$ cat src/rtl/flowlet_pkg.sv
package flowlet_pkg;
  typedef enum logic {
    MODE_RELAXED    = 1'b0,
    MODE_AGGRESSIVE = 1'b1
  } gap_mode_e;
endpackage

$ cat src/rtl/fl_rst_sync.sv
module fl_rst_sync (
  input  logic clk,
  input  logic rst_n,
  output logic rst_sync_n
);
  logic stage_q;

  always_ff @(posedge clk or negedge rst_n) begin
    if (!rst_n) begin
      stage_q    <= 1'b0;
      rst_sync_n <= 1'b0;
    end else begin
      stage_q    <= 1'b1;
      rst_sync_n <= stage_q;
    end
  end
endmodule

$ cat src/rtl/fl_ts_counter.sv
module fl_ts_counter #(
  parameter int TS_W = 20
) (
  input  logic            clk,
  input  logic            rst_n,
  output logic [TS_W-1:0] ts
);
  logic [TS_W-1:0] ts_d;

  always_comb ts_d = ts + TS_W'(1);

  always_ff @(posedge clk or negedge rst_n) begin
    if (!rst_n) ts <= '0;
    else        ts <= ts_d;
  end
endmodule

$ cat src/rtl/fl_mode_ctrl.sv
module fl_mode_ctrl
  import flowlet_pkg::*;
#(
  parameter int DEPTH_W = 16
) (
  input  logic               clk,
  input  logic               rst_n,
  input  logic [DEPTH_W-1:0] q_depth,
  input  logic [DEPTH_W-1:0] buf_cap,
  output gap_mode_e          mode
);
  localparam int EXT_W = DEPTH_W + 2;

  logic [EXT_W-1:0] depth_x2, depth_x4, cap_ext;
  logic             above_half, below_quarter;
  gap_mode_e        mode_d;

  always_comb begin
    depth_x2      = {1'b0, q_depth, 1'b0};
    depth_x4      = {q_depth, 2'b00};
    cap_ext       = {2'b00, buf_cap};
    above_half    = depth_x2 > cap_ext;
    below_quarter = depth_x4 < cap_ext;
    mode_d        = mode;
    if (mode == MODE_RELAXED && above_half)
      mode_d = MODE_AGGRESSIVE;
    else if (mode == MODE_AGGRESSIVE && below_quarter)
      mode_d = MODE_RELAXED;
  end

  always_ff @(posedge clk or negedge rst_n) begin
    if (!rst_n) mode <= MODE_RELAXED;
    else        mode <= mode_d;
  end
endmodule

$ cat src/rtl/fl_flow_table.sv
module fl_flow_table #(
  parameter int TABLE_BITS = 4,
  parameter int TS_W       = 20,
  parameter int PATH_W     = 2
) (
  input  logic                  clk,
  input  logic                  rst_n,
  input  logic [TABLE_BITS-1:0] rd_idx,
  output logic                  rd_valid,
  output logic [TS_W-1:0]       rd_ts,
  output logic [TABLE_BITS-1:0] rd_cnt,
  output logic [PATH_W-1:0]     rd_path,
  input  logic                  wr_en,
  input  logic [TABLE_BITS-1:0] wr_idx,
  input  logic [TS_W-1:0]       wr_ts,
  input  logic [TABLE_BITS-1:0] wr_cnt,
  input  logic [PATH_W-1:0]     wr_path
);
  localparam int ENTRIES = 1 << TABLE_BITS;

  logic                  slot_vld  [ENTRIES];
  logic [TS_W-1:0]       slot_ts   [ENTRIES];
  logic [TABLE_BITS-1:0] slot_cnt  [ENTRIES];
  logic [PATH_W-1:0]     slot_path [ENTRIES];

  for (genvar e = 0; e < ENTRIES; e++) begin : g_slot
    logic slot_we;
    always_comb slot_we = wr_en && (wr_idx == TABLE_BITS'(e));

    always_ff @(posedge clk or negedge rst_n) begin
      if (!rst_n) begin
        slot_vld[e]  <= 1'b0;
        slot_ts[e]   <= '0;
        slot_cnt[e]  <= '0;
        slot_path[e] <= '0;
      end else if (slot_we) begin
        slot_vld[e]  <= 1'b1;
        slot_ts[e]   <= wr_ts;
        slot_cnt[e]  <= wr_cnt;
        slot_path[e] <= wr_path;
      end
    end
  end

  always_comb begin
    rd_valid = slot_vld[rd_idx];
    rd_ts    = slot_ts[rd_idx];
    rd_cnt   = slot_cnt[rd_idx];
    rd_path  = slot_path[rd_idx];
  end
endmodule

$ cat src/rtl/flowlet_path_sel.sv
module flowlet_path_sel
  import flowlet_pkg::*;
#(
  parameter int NUM_PATHS  = 4,
  parameter int TABLE_BITS = 4,
  parameter int FLOW_W     = 16,
  parameter int TS_W       = 20,
  parameter int DEPTH_W    = 16,
  parameter int GAP_RELAX  = 10000,
  parameter int GAP_AGGR   = 1000
) (
  input  logic                         clk,
  input  logic                         rst_n,
  input  logic                         pkt_valid,
  input  logic [FLOW_W-1:0]            flow_id,
  input  logic [DEPTH_W-1:0]           q_depth,
  input  logic [DEPTH_W-1:0]           buf_cap,
  output logic                         path_valid,
  output logic [$clog2(NUM_PATHS)-1:0] path_idx
);
  localparam int PATH_W   = $clog2(NUM_PATHS);
  localparam int N_SLICES = (FLOW_W + TABLE_BITS - 1) / TABLE_BITS;
  localparam int PAD_W    = N_SLICES * TABLE_BITS;
  localparam logic [TS_W-1:0] THR_RELAX = TS_W'(GAP_RELAX);
  localparam logic [TS_W-1:0] THR_AGGR  = TS_W'(GAP_AGGR);

  logic                  rst_sync_n;
  logic [TS_W-1:0]       ts_now;
  gap_mode_e             mode;
  logic                  mode_aggr;
  logic [TABLE_BITS-1:0] slot_idx;
  logic                  rd_valid;
  logic [TS_W-1:0]       rd_ts;
  logic [TABLE_BITS-1:0] rd_cnt;
  logic [PATH_W-1:0]     rd_path;
  logic [TS_W-1:0]       gap, thr;
  logic                  boundary;
  logic [TABLE_BITS-1:0] cnt_new;
  logic [PATH_W-1:0]     path_new;
  logic [31:0]           mix;
  logic                  path_valid_d;
  logic [PATH_W-1:0]     path_idx_d;

  fl_rst_sync u_rst (.clk(clk), .rst_n(rst_n), .rst_sync_n(rst_sync_n));

  fl_ts_counter #(.TS_W(TS_W)) u_ts (
    .clk(clk), .rst_n(rst_sync_n), .ts(ts_now)
  );

  fl_mode_ctrl #(.DEPTH_W(DEPTH_W)) u_mode (
    .clk(clk), .rst_n(rst_sync_n), .q_depth(q_depth), .buf_cap(buf_cap),
    .mode(mode)
  );

  always_comb mode_aggr = (mode == MODE_AGGRESSIVE);

  // fold flow identifier into a table index
  always_comb begin
    logic [PAD_W-1:0] padded;
    padded   = PAD_W'(flow_id);
    slot_idx = '0;
    for (int s = 0; s < N_SLICES; s++)
      slot_idx = slot_idx ^ padded[s*TABLE_BITS +: TABLE_BITS];
  end

  fl_flow_table #(.TABLE_BITS(TABLE_BITS), .TS_W(TS_W), .PATH_W(PATH_W)) u_tbl (
    .clk(clk), .rst_n(rst_sync_n),
    .rd_idx(slot_idx), .rd_valid(rd_valid), .rd_ts(rd_ts),
    .rd_cnt(rd_cnt), .rd_path(rd_path),
    .wr_en(pkt_valid), .wr_idx(slot_idx), .wr_ts(ts_now),
    .wr_cnt(cnt_new), .wr_path(path_new)
  );

  // flowlet decision
  always_comb begin
    gap      = ts_now - rd_ts;
    thr      = mode_aggr ? THR_AGGR : THR_RELAX;
    boundary = !rd_valid || (gap > thr);
    if (!rd_valid)     cnt_new = '0;
    else if (boundary) cnt_new = rd_cnt + TABLE_BITS'(1);
    else               cnt_new = rd_cnt;
    mix = 32'(slot_idx ^ cnt_new) % 32'(NUM_PATHS);
    path_new = boundary ? mix[PATH_W-1:0] : rd_path;
    path_valid_d = pkt_valid;
    path_idx_d   = pkt_valid ? path_new : path_idx;
  end

  always_ff @(posedge clk or negedge rst_sync_n) begin
    if (!rst_sync_n) begin
      path_valid <= 1'b0;
      path_idx   <= '0;
    end else begin
      path_valid <= path_valid_d;
      path_idx   <= path_idx_d;
    end
  end
endmodule

$ cat config.mk
export PLATFORM = sky130hd
export DESIGN_NAME = flowlet_path_sel
export DESIGN_NICKNAME = d
export VERILOG_FILES = /design/src/rtl/flowlet_pkg.sv /design/src/rtl/fl_rst_sync.sv /design/src/rtl/fl_ts_counter.sv /design/src/rtl/fl_mode_ctrl.sv /design/src/rtl/fl_flow_table.sv /design/src/rtl/flowlet_path_sel.sv
export SDC_FILE = /design/constraint.sdc
export NUM_CORES = 1
export LEC_CHECK = 0
export BUFFER_PORTS_ARGS = -buffer_cell sky130_fd_sc_hd__buf_2
export CAP_MARGIN = 15
export CELL_PAD_IN_SITES_DETAIL_PLACEMENT = 1
export CELL_PAD_IN_SITES_GLOBAL_PLACEMENT = 1
export CORE_ASPECT_RATIO = 2
export CORE_MARGIN = 1
export CORE_UTILIZATION = 40
export CTS_CLUSTER_DIAMETER = 30
export DETAILED_ROUTE_END_ITERATION = 10
export MAX_ROUTING_LAYER = met4
export PLACE_DENSITY_LB_ADDON = 0.05
export SKIP_CTS_REPAIR_TIMING = 1
export SLEW_MARGIN = 20
export SYNTH_ARGS = -nofsm -noshare
export SYNTH_HDL_FRONTEND = slang
export SYNTH_HIERARCHICAL = 1
export SYNTH_SLANG_ARGS = --single-unit
$ cat constraint.sdc
create_clock -name clk -period 17.55 [get_ports clk]
set_input_delay 0.8775 -clock clk [delete_from_list [all_inputs] [get_ports clk]]
set_output_delay 0.8775 -clock clk [all_outputs]
set_load 0.02 [all_outputs]
==> metrics <==
via count of the first global-routing pass 15,092; Core ar. 52,600 um2; GP Congestion 0.771; Syn Nets 1,616; # diodes 0; R2R Setup Slk 11,830 ps; sw frac 0.296; clock latency on the worst-skew pair 610 ps; GRT overflow 0; DRC 0; via/cell ratio 5.75; vias after detailed routing 13,164; row count 119; DIE WIDTH 165 um; f_max 135 MHz; Int Power 0.00260 W; FF-to-FF path depth 22; Filler Cell Count 5,236; Synth Instances 1,507; deepest clock path buffer count 3; Setup CP Type input pin to register; Layout Cells excl Fill 2,290; Relative slew margins 0.229; Reg power frac 0.346; CTS tree yes; Slowest-stage cell, CP nor2b_1; CTS Buf Count 75; Hold Path Class input pin to asynchronous set/reset pin; Root Driver clkbuf_16; # port buffers 53; PwrDens 149 nW/um2; combinational power share 0.237; first-pass GRT wire length 95.4 mm; Arrival @ worst endpoint 7940 ps; I/O Pins 54; Final Critical Period 7420 ps; Mapped Area 21,300 um2; Critical Path Sink Type register; critical path fanouts, max 39; unrepaired setup endpoints after global routing false; Warnings, synthesis 6; DIE AREA 54,100 um2; crit-path max cell delay 720 ps; Final Slew Violations 0; DP Wirelength 35.7 mm; Worst Path Required 18,070 ps; Psw 0.00109 W; skew final 29.9 ps; Detailed Route WL 61.5 mm; R2R Path End u_tbl/slot_cnt[61]; TritonCTS Sinks 426; VDD IR max 0.0000928 V; Least-Margin Pin Slew 1160 ps; # setup viols final 0; Period Utilization, post-route 0.423; leak pwr 11.5 nW; drt wl/cell 26.8 um; startpoint types input pin; die outline height 328 um; Post-DRT Antenna Nets 0; Cells after DPL 2,152; DRT Pass-1 Iters 4; Starting DRT DRC Count 605; FF-to-FF Start u_tbl/slot_ts[84]; P&R area growth vs syn 16.8%; largest net degree at the start of global routing 176; clock-pin slew on the worst setup and hold paths 50 ps; max cap viols 0; synthesized area per cell 14.1 um2; antenna violations before repair 0; Final Hold Viols 0; most frequent cells in the layout dfrtp_1, mux2_2, mux4_2; TNS Setup 0 ps; share of cells above drive strength 1 0.457; # H-tree levels 3; status complete, no violations; nets@finish 1,673; GRT Util Overall 0.248; clock power share 0.417; most common cell after layout, fill and taps aside dfrtp_1; Initial Util 0.405
==> critical path, delay by kind of cell <==
| family | cells | cell delay [ps] |
|---|---|---|
| AO/OA/AOI/OAI | 8 | 1870 |
| AND/OR/NAND/NOR | 7 | 1580 |
| buffers and inverters | 4 | 1320 |
| multiplexers | 3 | 1080 |
| adder cells (fa/ha/maj) | 2 | 590 |
| XOR/XNOR | 3 | 510 |
==> worst max path at each step <==
stage                                start                 end  slack (ps)  cells past startpoint
final                           flow_id[8]  u_tbl/slot_cnt[61]       10130                     27
after global routing            flow_id[8]  u_tbl/slot_cnt[25]        9430                     27
after CTS                       flow_id[8]  u_tbl/slot_cnt[61]       10070                     27
after detailed placement        flow_id[8]  u_tbl/slot_cnt[61]        9470                     27
after global placement          flow_id[8]  u_tbl/slot_cnt[21]        9580                     27
after floorplan           u_rst/rst_sync_n         path_idx[0]        4800                      0
==> metal layers <==
layer | part of all wire | GRT usage
met1 | 0.39 | 0.280
met2 | 0.56 | 0.447
met3 | 0.025 | 0.0288
met4 | 0.029 | 0.0840
met5 | 0 | -
==> registers in the layout, summed over array words and instances, names as in the netlist <==
| signal | count |
|---|---|
| u_rst/rst_sync_n | 1 |
| u_tbl/slot_path | 32 |
| u_tbl/slot_vld | 16 |
| u_rst/stage_q | 1 |
| path_idx | 2 |
| u_tbl/slot_ts | 320 |
| u_mode/mode | 1 |
| path_valid | 1 |
| u_ts/ts | 20 |
| u_tbl/slot_cnt | 32 |
==> power groups by stage <==
stage               Clock [W]  Sequential, W  Combinational (W)
CTS                   0.00158        0.00128           0.000893
detailed placement          0        0.00129           0.000889
global route          0.00162        0.00130           0.000956
floorplan                   0        0.00127           0.000652
global placement            0        0.00128           0.000867
finish                0.00154        0.00128           0.000877
==> layout make-up <==
cell class	count	area, um2	area share
clock inverter	49	663	0.0267
clock buffer	89	2020	0.0814
tap	665	832	0.0335
timing repair buffer	83	515	0.0208
sequential	426	10700	0.430
multi-input combinational	937	9970	0.402
inverter	41	159	0.00640
==> through the flow <==
stage | setup slack, ps | area, um2 | hold WS [ps] | total power, W | util
after floorplan | 4800 | 21300 | 331 | 0.00192 | -
after global placement | 9580 | 22100 | 341 | 0.00215 | 0.421
after detailed placement | 9470 | 22100 | 337 | 0.00218 | 0.421
after CTS | 10070 | 24800 | 33.9 | 0.00375 | 0.472
after global routing | 9430 | 24800 | 48.0 | 0.00388 | 0.472
final | 10130 | 24800 | 59.7 | 0.00370 | 0.472
No activity file was read; power rests on OpenSTA's default activity.
